$ cat src/rtl/hzd_pkg.sv
package hzd_pkg;
  localparam int NUM_UNITS = 6;
  // resource bit positions inside one table row
  localparam int U_I0 = 0;
  localparam int U_I1 = 1;
  localparam int U_FP = 2;
  localparam int U_P0 = 3;
  localparam int U_P1 = 4;
  localparam int U_DV = 5;

  typedef logic [NUM_UNITS-1:0] unit_vec_t;

  typedef enum logic [1:0] {
    CLS_INT = 2'd0,
    CLS_MUL = 2'd1,
    CLS_DIV = 2'd2,
    CLS_FLT = 2'd3
  } iclass_t;
endpackage

$ cat src/rtl/hzd_pattern.sv
module hzd_pattern
  import hzd_pkg::*;
#(
  parameter int DEPTH         = 10,
  parameter int INT_PORT_SLOT = 1,
  parameter int FLT_PORT_SLOT = 2,
  parameter int MUL_PORT_SLOT = 3,
  parameter int DIV_SPAN      = 8
) (
  input  iclass_t                             cls_i,
  input  logic [DEPTH-1:0][NUM_UNITS-1:0]     tbl_i,
  output logic                                fits_o,
  output logic                                pipe_o,
  output logic                                port_o,
  output logic [DEPTH-1:0][NUM_UNITS-1:0]     pat_o
);
  localparam int SW = (DEPTH > 1) ? $clog2(DEPTH) : 1;

  logic [SW-1:0]        ps;
  unit_vec_t            port_row;
  logic                 pipe_free;
  logic                 port_free;
  logic                 divider_free;

  // port cycle per class
  always_comb begin
    case (cls_i)
      CLS_INT: ps = SW'(INT_PORT_SLOT);
      CLS_MUL: ps = SW'(MUL_PORT_SLOT);
      CLS_DIV: ps = SW'(DIV_SPAN);
      default: ps = SW'(FLT_PORT_SLOT);
    endcase
  end

  assign port_row  = tbl_i[ps];
  assign port_o    = port_row[U_P0];
  assign port_free = !(port_row[U_P0] && port_row[U_P1]);

  // issue-cycle pipeline choice, ordered alternatives
  always_comb begin
    case (cls_i)
      CLS_INT: begin
        pipe_o    = tbl_i[0][U_I0];
        pipe_free = !(tbl_i[0][U_I0] && tbl_i[0][U_I1]);
      end
      CLS_MUL, CLS_DIV: begin
        pipe_o    = 1'b1;
        pipe_free = !tbl_i[0][U_I1];
      end
      default: begin
        pipe_o    = 1'b0;
        pipe_free = !tbl_i[0][U_FP];
      end
    endcase
  end

  // non-pipelined divider must be idle over the whole span
  always_comb begin
    divider_free = 1'b1;
    if (cls_i == CLS_DIV) begin
      for (int k = 1; k <= DIV_SPAN; k++) begin
        if (tbl_i[SW'(k)][U_DV]) divider_free = 1'b0;
      end
    end
  end

  assign fits_o = pipe_free && port_free && divider_free;

  // reservation pattern for the candidate
  always_comb begin
    pat_o = '0;
    case (cls_i)
      CLS_INT: begin
        if (pipe_o) pat_o[0][U_I1] = 1'b1;
        else        pat_o[0][U_I0] = 1'b1;
      end
      CLS_MUL, CLS_DIV: pat_o[0][U_I1] = 1'b1;
      default:          pat_o[0][U_FP] = 1'b1;
    endcase
    if (port_o) pat_o[ps][U_P1] = 1'b1;
    else        pat_o[ps][U_P0] = 1'b1;
    if (cls_i == CLS_DIV) begin
      for (int k = 1; k <= DIV_SPAN; k++) pat_o[SW'(k)][U_DV] = 1'b1;
    end
  end
endmodule

$ cat src/rtl/hzd_table.sv
module hzd_table
  import hzd_pkg::*;
#(
  parameter int DEPTH = 10
) (
  input  logic                            clk,
  input  logic                            rst,
  input  logic                            commit_i,
  input  logic [DEPTH-1:0][NUM_UNITS-1:0] pat_i,
  output logic [DEPTH-1:0][NUM_UNITS-1:0] tbl_o
);
  logic [DEPTH-1:0][NUM_UNITS-1:0] tbl_q;

  always_ff @(posedge clk) begin
    if (rst) begin
      tbl_q <= '0;
    end else begin
      for (int k = 0; k < DEPTH-1; k++) begin
        tbl_q[k] <= tbl_q[k+1] | (commit_i ? pat_i[k+1] : '0);
      end
      tbl_q[DEPTH-1] <= '0;
    end
  end

  assign tbl_o = tbl_q;

  for (genvar k = 0; k < DEPTH; k++) begin : g_chk
    AST_NO_OVERLAP: assert property (@(posedge clk) disable iff (rst)
      commit_i |-> ((tbl_q[k] & pat_i[k]) == '0));
    if (k < DEPTH-1) begin : g_shift
      AST_KEEP_CYCLE: assert property (@(posedge clk) disable iff (rst)
        !rst |=> ((tbl_q[k] & $past(tbl_q[k+1])) == $past(tbl_q[k+1])));
    end
  end
endmodule

$ cat src/rtl/hzd_top.sv
module hzd_top
  import hzd_pkg::*;
#(
  parameter int DEPTH         = 10,
  parameter int INT_PORT_SLOT = 1,
  parameter int FLT_PORT_SLOT = 2,
  parameter int MUL_PORT_SLOT = 3,
  parameter int DIV_SPAN      = 8
) (
  input  logic       clk,
  input  logic       rst,
  input  logic       req_valid_i,
  input  logic [1:0] req_class_i,
  output logic       issue_ok_o,
  output logic       int_pipe_o,
  output logic       res_port_o
);
  logic [DEPTH-1:0][NUM_UNITS-1:0] tbl;
  logic [DEPTH-1:0][NUM_UNITS-1:0] pat;
  logic fits, pipe_sel, port_sel, commit;
  logic ok_q, pipe_q, port_q;

  hzd_pattern #(
    .DEPTH(DEPTH), .INT_PORT_SLOT(INT_PORT_SLOT), .FLT_PORT_SLOT(FLT_PORT_SLOT),
    .MUL_PORT_SLOT(MUL_PORT_SLOT), .DIV_SPAN(DIV_SPAN)
  ) u_pattern (
    .cls_i (iclass_t'(req_class_i)),
    .tbl_i (tbl),
    .fits_o(fits),
    .pipe_o(pipe_sel),
    .port_o(port_sel),
    .pat_o (pat)
  );

  assign commit = req_valid_i && fits;

  hzd_table #(.DEPTH(DEPTH)) u_table (
    .clk     (clk),
    .rst     (rst),
    .commit_i(commit),
    .pat_i   (pat),
    .tbl_o   (tbl)
  );

  always_ff @(posedge clk) begin
    if (rst) begin
      ok_q   <= 1'b0;
      pipe_q <= 1'b0;
      port_q <= 1'b0;
    end else begin
      ok_q   <= commit;
      pipe_q <= commit && pipe_sel;
      port_q <= commit && port_sel;
    end
  end

  assign issue_ok_o = ok_q;
  assign int_pipe_o = pipe_q;
  assign res_port_o = port_q;

  AST_IDLE_NO_GRANT: assert property (@(posedge clk) disable iff (rst)
    !req_valid_i |=> !issue_ok_o);
  AST_MULDIV_PIPE1: assert property (@(posedge clk) disable iff (rst)
    (req_valid_i && (req_class_i == 2'd1 || req_class_i == 2'd2)) |=> (!issue_ok_o || int_pipe_o));
endmodule

$ cat config.mk
export PLATFORM = sky130hd
export DESIGN_NAME = hzd_top
export DESIGN_NICKNAME = d
export VERILOG_FILES = /design/src/rtl/hzd_pkg.sv /design/src/rtl/hzd_pattern.sv /design/src/rtl/hzd_table.sv /design/src/rtl/hzd_top.sv
export SDC_FILE = /design/constraint.sdc
export NUM_CORES = 1
export LEC_CHECK = 0
export BUFFER_PORTS_ARGS = -buffer_cell sky130_fd_sc_hd__buf_2
export CAP_MARGIN = 20
export CORE_ASPECT_RATIO = 0.8
export CORE_MARGIN = 2
export CORE_UTILIZATION = 40
export CTS_CLUSTER_DIAMETER = 80
export CTS_CLUSTER_SIZE = 28
export DETAILED_ROUTE_END_ITERATION = 7
export PLACE_DENSITY_LB_ADDON = 0.25
export SLEW_MARGIN = 0
export SYNTH_ARGS = -nofsm -noshare
export SYNTH_HDL_FRONTEND = slang
export SYNTH_HIERARCHICAL = 1
export SYNTH_SLANG_ARGS = --single-unit
$ cat constraint.sdc
create_clock -name clk -period 4.1 [get_ports clk]
set_input_delay 0.205 -clock clk [delete_from_list [all_inputs] [get_ports clk]]
set_output_delay 0.205 -clock clk [all_outputs]
set_load 0.05 [all_outputs]
==> results of run 1 <==
[layout by cell type (no fill, tap or decap), drive strengths merged]
cell type  count
a221oi         1
and3b          3
or4            1
or3            1
buf            8
and2          14
inv            4
mux2i          2
o21ai          1
o41ai          1
dfxtp         56
ha             7
nor2b          3
o21bai         1
clkbuf         8
a2bb2oi        1
a21oi         50
mux2           2
nor2          50
o221a          1
nand3          2
conb          39
and4b          2
o221ai         1
[where the power goes]
part	internal (W)	switching [W]	leakage (nW)
clock	0.000138	0.000159	0.0455
combinational	0.0000501	0.0000807	0.545
sequential	0.000578	0.0000131	0.458
total	0.000766	0.000253	1.05
[how the worst max path moves through the flow]
stage / from / end / slack [ps] / cells after the start
finish: req_class_i[0] / u_table/tbl_o[3] / 1520 / 12
floorplan: req_class_i[0] / u_table/tbl_o[45] / 1960 / 13
global route: u_table/tbl_o[29] / u_table/tbl_o[46] / 1290 / 8
CTS: req_class_i[0] / u_table/tbl_o[3] / 1540 / 12
global placement: req_class_i[0] / u_table/tbl_o[3] / 1310 / 12
detailed placement: req_class_i[0] / u_table/tbl_o[3] / 1230 / 12
[layer usage]
| layer | wire length, um | global-route usage |
|---|---|---|
| met4 | 46 | 0.0448 |
| met2 | 1270 | 0.151 |
| met5 | 0 | 0 |
| met3 | 120 | 0.0370 |
| met1 | 1950 | 0.150 |
[through the flow]
| stage | setup slack [ps] | instance area [um2] | hold slack, ps |
|---|---|---|---|
| floorplan | 1960 | 2640 | 382 |
| global placement | 1310 | 2350 | 415 |
| detailed placement | 1230 | 2350 | 425 |
| CTS | 1540 | 2440 | 186 |
| global route | 1290 | 2440 | 201 |
| finish | 1520 | 2440 | 202 |
[critical path, stage by stage]
cell and delay, ps:
buf_2 120, inv_1 120, ha_1 360, mux2_4 350, nand3_4 100, o221a_4 200, inv_4 50, a221oi_2 290
and2_2 220, buf_4 480, a21oi_1 150, nor2_1 120
[flip-flops by register name, indices dropped and copies added (netlist names)]
register,count
int_pipe_o,1
res_port_o,1
u_table/tbl_o,53
issue_ok_o,1
[area by class of cell]
| cell class | count | area (um2) |
|---|---|---|
| inverter | 4 | 17.5 |
| tap | 81 | 101 |
| timing repair buffer | 8 | 42.5 |
| sequential | 56 | 1120 |
| multi-input combinational | 183 | 1070 |
| clock buffer | 8 | 90.1 |
| fill | 591 | 3530 |
==> metrics.md, run 1 <==
| Metric | Value |
|---|---|
| ANT cells | 0 |
| Post-placement cell count | 332 |
| Vias in the first global route | 1192 |
| CTS Buf Count | 5 |
| Setup tns final | 0 ps |
| First-pass detailed-route iteration total | 4 |
| Status | completed |
| Max-slew violation count | 0 |
| Util after Layout | 0.409 |
| Total wire length | 3390 um |
| Max Clock Skew | 3.94 ps |
| Clock Path Buffers | 2 |
| CTS clk-pin slew, worst paths | 90 ps |
| Worst-Margin Slew | 881 ps |
| Critical Path Sink Type | flip-flop |
| Die area | 0.00690 mm2 |
| H-tree depth | 2 |
| Worst R2R Setup Slack | between 1500 and 2000 ps |
| Grt ovf | 0 |
| Wire per inst | around 10 um |
| Die height | 74.7 um |
| Clock Sinks | 56 |
| Tmin final | around 2600 ps |
| Skew-Pair Late Insertion Delay | 300 ps |
| Cts repair resizes | 0 |
| Antenna Nets Post-Route | 0 |
| Hold crit path type | primary input to flip-flop |
| Largest net degree at the start of global routing | between 50 and 60 |
| Fin cells | 340 |
| Vias | 1367 |
| Die Span X | approximately 92 um |
| Buffer count from post-CTS setup fixing | 0 |
| Slew margin rel. | 0.413 |
| Fraction of layout cells with a size suffix above 1 | 0.170 |
| Part of the cycle the worst path needs | 0.629 |
| Area of the mapped netlist | 0.00250 mm2 |
| Hold path start | req_valid_i |
| Post-route DRC | 0 |
| Startpoint Class | primary input |
| Max_cap viols | 0 |
| Yosys warns | 6 |
| PD cells | 417 mW/mm2 |
| CTS Hold Bufs | 0 |
| Worst reg-to-reg path cell count | 8 |
| First-pass GRT wire length | 5650 um |
| Final HPWL DP | around 2100 um |
| Initial Util | 0.418 |
| Hold Crit Endpoint | issue_ok_o |
| Final #Nets | 270 |
| Max VDD drop | 164 uV |
| Hold Fails Final Rpt | 0 |
| GP Congestion | 0.718 |
| Total power | 0.00102 W |
| Post-Syn Area per Cell | 9.50 um2 |
| TritonCTS clock tree | done |
| P_leak | 1.05 nW |
| Buffers on Ports | 7 |
| # rows | 25 |
| RSZ-0062 raised after global routing | false |
| F_max | around 390 MHz |
| Final-report setup violation count | 0 |
| Critical path fanouts, max | 47 |
| GRT Util Overall | 0.107 |
| Core area | 0.00597 mm2 |
| DR vias/cell | 4.02 |
| Reg2reg start | u_table/tbl_o[29] |
| FF-to-FF End | u_table/tbl_o[3] |
| Min-Delay Path Depth | 2 |
| Area grow syn2layout | -2.20% |
| Worst Path Required | 4330 ps |
| IO Count | 8 |
| First DRT Iteration DRCs | 44 |
| Mapped Cells | around 260 |
| Clock Tree Root | clkbuf_8 |
| Setup CP Type | primary input to flip-flop |
| Critical Path AT | 2810 ps |
| Initial antenna violation count | 0 |
No activity file was read; power rests on OpenSTA's default activity.
==> run 2: changes to the inputs <==
clock period = 2.7 ns   (was 4.1 ns; I/O delays follow)
==> metrics.md, run 2 (same netlist as run 1, synthesis figures left out) <==
| Metric | Value |
|---|---|
| Largest net degree at the start of global routing | 35 (-33%) |
| Wire per inst | 9.11 um (-8.6%) |
| Most frequent cells in the layout | dfxtp_1, nor2_1, conb_1, a21oi_1, a21oi_2 |
| Buffers on Ports | 7 (unchanged) |
| Register area | 0.00112 mm2 (unchanged) |
| Sw power | 0.000392 W (+55%) |
| Min-Delay Path Depth | 2 (unchanged) |
| Worst reg-to-reg path cell count | 8 (unchanged) |
| Die height | 74.7 um (unchanged) |
| Hold path start | req_valid_i |
| GP Congestion | 0.776 (+8.1%) |
| RSZ-0062 raised after global routing | false |
| Post-route DRC | 0 (unchanged) |
| Fraction of layout cells with a size suffix above 1 | 0.193 (+0.0233) |
| Initial antenna violation count | 0 (unchanged) |
| CTS Hold Bufs | 0 (unchanged) |
| Final-report setup violation count | 0 (unchanged) |
| Total power | 0.00156 W (+53%) |
| Startpoint Class | flip-flop |
| Die Span X | 92.3 um (unchanged) |
| Status | completed |
| Antenna Nets Post-Route | 0 (unchanged) |
| P_leak | 1.08 nW (+2.9%) |
| Sw Share | 0.251 (+0.00279) |
| Worst Path Required | 2940 ps (-1390 ps) |
| First DRT Iteration DRCs | 43 (-2.3%) |
| DR vias/cell | 3.97 (-1.4%) |
| Buffer count from post-CTS setup fixing | 0 (unchanged) |
| Reg power frac | 0.576 (-0.004) |
| Worst-Margin Slew | 586 ps (-295 ps) |
| H-tree depth | 2 (unchanged) |
| Initial Util | 0.418 (unchanged) |
| Worst R2R Setup Slack | 440 ps (-1110 ps) |
| Final HPWL DP | 2140 um (+1.7%) |
| CTS Buf Count | 5 (unchanged) |
| Slew margin rel. | 0.609 (+0.196) |
| Core area | 0.00597 mm2 (unchanged) |
| Die area | 0.00690 mm2 (unchanged) |
| FF-to-FF End | u_table/tbl_o[46] |
| Critical Path Sink Type | flip-flop |
| Filler cells | 614 (+3.9%) |
| Critical path fanouts, max | 13 (-72%) |
| First-pass detailed-route iteration total | 4 (unchanged) |
| Vias | 1368 (+0.073%) |
| Setup CP Type | flip-flop to flip-flop |
| PD cells | 628 mW/mm2 (+51%) |
| CTS clk-pin slew, worst paths | 90 ps (about the same) |
| Final #Nets | 275 (+1.9%) |
| Skew-Pair Late Insertion Delay | 300 ps (about the same) |
| GRT Util Overall | 0.102 (-0.00446) |
| Max Clock Skew | 6.04 ps (+2.11 ps) |
| Tmin final | 2260 ps |
| Util after Layout | 0.415 (+0.00670) |
| Design internal power | 0.00117 W (+52%) |
| Hold crit path type | primary input to flip-flop |
| Hold Fails Final Rpt | 0 (unchanged) |
| Largest register FFs | 53 (unchanged) |
| Clock Tree Root | clkbuf_8 |
| Area grow syn2layout | -0.601% |
| Combinational share of power | 0.132 (+0.004) |
| Vias in the first global route | 1220 (+2.3%) |
| Max VDD drop | 210 uV (+29%) |
| IO Count | 8 (unchanged) |
| Critical Path Source | u_table/tbl_o[29] |
| Clock Sinks | 56 (unchanged) |
| Worst-path cell chain | or4_4, o41ai_2, o21ai_1, a221oi_2, and2_2, buf_4, a21oi_1, nor2_1 |
| Hold Crit Endpoint | issue_ok_o |
| Part of the cycle the worst path needs | 0.836 |
| Multi-input gate area | 0.00107 mm2 (unchanged) |
| ANT cells | 0 (unchanged) |
| CP max-delay cell | or4_4 |
| Critical Path AT | 2500 ps (-310 ps) |
| TritonCTS clock tree | done |
| Grt ovf | 0 (unchanged) |
| Reg2reg start | u_table/tbl_o[29] |
| Cts repair resizes | 0 (unchanged) |
| Total wire length | 3140 um (-7.3%) |
| Setup tns final | 0 ps (unchanged) |
| Max-slew violation count | 0 (unchanged) |
| Slowest stage delay, CP | 530 ps (+50 ps) |
| # rows | 25 (unchanged) |
| Commonest non-fill, non-tap cell in the layout | dfxtp_1 |
| First-pass GRT wire length | 5560 um (-1.6%) |
| F_max | 443 MHz |
| Clock Path Buffers | 2 (unchanged) |
| Max_cap viols | 0 (unchanged) |
| Clock share of power | 0.292 (about the same) |
[run 2: worst max path at each step]
stage	end	slack, ps	cells after the start
global placement	u_table/tbl_o[51]	230	11
global route	u_table/tbl_o[46]	280	8
floorplan	u_table/tbl_o[45]	630	13
CTS	u_table/tbl_o[46]	430	8
detailed placement	u_table/tbl_o[46]	140	12
finish	u_table/tbl_o[46]	440	8
[run 2: metal layers]
| metal | wire (um) | vias up | part of all wire | GRT usage |
|---|---|---|---|---|
| met5 | 0 | - | 0 | 0 |
| met4 | 49 | 0 | 0.016 | 0.0398 |
| met3 | 107 | 7 | 0.034 | 0.0360 |
| met2 | 1240 | 11 | 0.39 | 0.150 |
| met1 | 1750 | 575 | 0.56 | 0.140 |
| li1 | - | 775 | - | - |
[run 2: power groups by stage]
stage               combinational (W)  clock (W)  sequential, W
floorplan                    0.000219          0       0.000921
global placement             0.000207          0       0.000918
detailed placement           0.000208          0       0.000917
CTS                          0.000208   0.000478       0.000899
global route                 0.000233   0.000516       0.000904
finish                       0.000206   0.000456       0.000898
[run 2: per-stage QoR]
stage / instance area (um2) / std cells / setup slack [ps] / hold slack (ps)
final: 2480 / 345 / 443 / 128
after global routing: 2480 / 345 / 275 / 125
after CTS: 2480 / 345 / 428 / 114
after detailed placement: 2390 / 337 / 141 / 425
after global placement: 2390 / 337 / 235 / 420
after floorplan: 2640 / 300 / 630 / 312
[run 2: layout make-up]
class                   count  share of cell area
flip-flops and latches     56               0.452
multi-input cells         183               0.431
well taps                  81              0.0408
clock buffers               6              0.0333
repair buffers             13              0.0323
inverters                   4             0.00706
clock inverters             2             0.00403
[run 2: critical path, delay by kind of cell, from the launching register on]
| kind | cells | cell delay, ps |
|---|---|---|
| buf+inv | 1 | 220 |
| simple gates | 3 | 980 |
| compound gates | 4 | 670 |
| flops | 1 | 320 |
==> run 3: changes to the inputs <==
clock period = 2.3 ns   (was 2.7 ns; I/O delays follow)
==> metrics.md, run 3 (same netlist as run 1, synthesis figures left out) <==
| Metric | Value |
|---|---|
| F_max | 462 MHz (+4.2%) |
| Critical path fanouts, max | 7 (-6) |
| Vias | 1447 (+5.8%) |
| Core area | 0.00597 mm2 (unchanged) |
| Clock Sinks | 56 (unchanged) |
| IO Count | 8 (unchanged) |
| Commonest non-fill, non-tap cell in the layout | dfxtp_1 |
| Slew margin rel. | 0.526 (-0.0831) |
| Placed Area | 0.00243 mm2 (+1.9%) |
| Critical Path Sink Type | flip-flop |
| Clock Tree Root | clkbuf_8 |
| CTS Buf Count | 5 (unchanged) |
| Worst-Margin Slew | 711 ps (+125 ps) |
| CTS clk-pin slew, worst paths | 90 ps (about the same) |
| Clock Path Buffers | 2 (unchanged) |
| Met2 WL post-DR | 1370 um (+11%) |
| Post-route DRC | 0 (unchanged) |
| Die area | 0.00690 mm2 (unchanged) |
| First-pass GRT wire length | 5870 um (+5.6%) |
| Initial antenna violation count | 0 (unchanged) |
| Worst Path Required | 2540 ps (-400 ps) |
| Final #Nets | 282 (+2.5%) |
| Total wire length | 3470 um (+10%) |
| Most frequent cells in the layout | dfxtp_1, nor2_1, conb_1, a21oi_1, a21oi_2 |
| Grt ovf | 0 (unchanged) |
| Die height | 74.7 um (unchanged) |
| ANT cells | 0 (unchanged) |
| Die Span X | 92.3 um (unchanged) |
| Pre-CTS WS | 3.51 ps (-138 ps) |
| Largest net degree at the start of global routing | 41 (+17%) |
| Buffers on Ports | 7 (unchanged) |
| Status | completed |
| Max VDD drop | 305 uV (+45%) |
| H-tree depth | 2 (unchanged) |
| GP Congestion | 0.812 (+4.7%) |
| PD cells | 779 mW/mm2 (+24%) |
| GRT Util Overall | 0.108 (+0.00558) |
| DR vias/cell | 4.11 (+3.7%) |
| Design area | 0.00257 mm2 (+3.5%) |
| Max_cap viols | 0 (unchanged) |
| Final-report setup violation count | 0 (unchanged) |
| Vias in the first global route | 1242 (+1.8%) |
| Startpoint Class | flip-flop |
| P_leak | 1.13 nW (+4.6%) |
| Util after Layout | 0.430 (+0.0147) |
| Met3 WL | 162 um (+51%) |
| Tmin final | 2170 ps (-91.9 ps) |
| Area grow syn2layout | 2.91% |
| Final HPWL DP | 2340 um (+9.3%) |
| Wire per inst | 9.85 um (+8.0%) |
| Skew-Pair Late Insertion Delay | 300 ps (about the same) |
| Total power | 0.00200 W (+28%) |
| Top Layer Used | met4 |
| M1 WL | 1900 um (+8.6%) |
| Antenna Nets Post-Route | 0 (unchanged) |
| Worst Slack Setup Final | 135 ps (-308 ps) |
| First-pass detailed-route iteration total | 4 (unchanged) |
| # rows | 25 (unchanged) |
| Hold crit path type | primary input to flip-flop |
| Setup CP Type | flip-flop to flip-flop |
| Initial Util | 0.418 (unchanged) |
| Largest register FFs | 53 (unchanged) |
| Max Clock Skew | 5.51 ps (-0.537 ps) |
| TritonCTS clock tree | done |
| Fin cells | 352 (+2.0%) |
| Post-placement cell count | 343 (+1.8%) |
| Critical Path AT | 2410 ps (-90 ps) |
| Fraction of layout cells with a size suffix above 1 | 0.214 (+0.0208) |
| Part of the cycle the worst path needs | 0.941 (+0.105) |
| Max-slew violation count | 0 (unchanged) |
| Hold Fails Final Rpt | 0 (unchanged) |
| First DRT Iteration DRCs | 73 (+70%) |
[run 3: changes by cell type in the layout (fill, tap and decap cells not counted), sizes merged]
| cell | change |
|---|---|
| bufinv | +1 |
| clkinv | -2 |
| clkbuf | +1 |
| buf | +7 |
[run 3: what timing repair did]
| action | in CTS | in global routing |
|---|---|---|
| hold buffers | 0 | 0 |
| setup endpoints to repair | 0 | 4 |
| gates resized for setup | 0 | 1 |
| setup buffers | 0 | 1 |
[run 3: worst paths after layout]
| path | endpoint | from | cells after the start | slack (ps) |
|---|---|---|---|---|
| setup / recovery | u_table/tbl_o[52] | u_table/tbl_o[29] | 7 | 130 |
| hold / removal | issue_ok_o | req_valid_i | 2 | 110 |
| setup reg to reg | u_table/tbl_o[52] | u_table/tbl_o[29] | 7 | 130 |
| hold reg to reg | u_table/tbl_o[20] | u_table/tbl_o[26] | 2 | 440 |
[run 3: cell type report]
class                           count  area (um2)
Clock buffer                        7        96.3
Clock inverter                      1        30.0
Fill cell                         619        3400
Inverter                            4        17.5
Multi-Input combinational cell    183        1070
Sequential cell                    56        1120
Tap cell                           81         101
Timing Repair Buffer               20         133
[run 3: critical path, cell delays in order, from the launching register on]
cell and delay (ps):
dfxtp_1 320, or4_4 530, o41ai_2 230, o21ai_1 140, a221oi_2 290, and2_4 250, nor2b_1 200, and2_1 150
[run 3: report_power, final]
group          internal, W  switching, W  total [W]
sequential         0.00103     0.0000230    0.00105
combinational     0.000114      0.000149   0.000262
clock             0.000384      0.000301   0.000685
total              0.00153      0.000473    0.00200
[run 3: per-stage QoR]
| stage | setup TNS, ps | hold slack [ps] |
|---|---|---|
| after floorplan | 0 | 292 |
| after global placement | 0 | 418 |
| after detailed placement | 0 | 412 |
| after CTS | 0 | 92.1 |
| after global routing | -8.07 | 101 |
| final | 0 | 111 |
[run 3: per-layer routing]
layer,up-vias,GRT usage
li1,789,-
met1,629,0.153
met2,25,0.157
met3,4,0.0380
met4,0,0.0299
met5,-,0
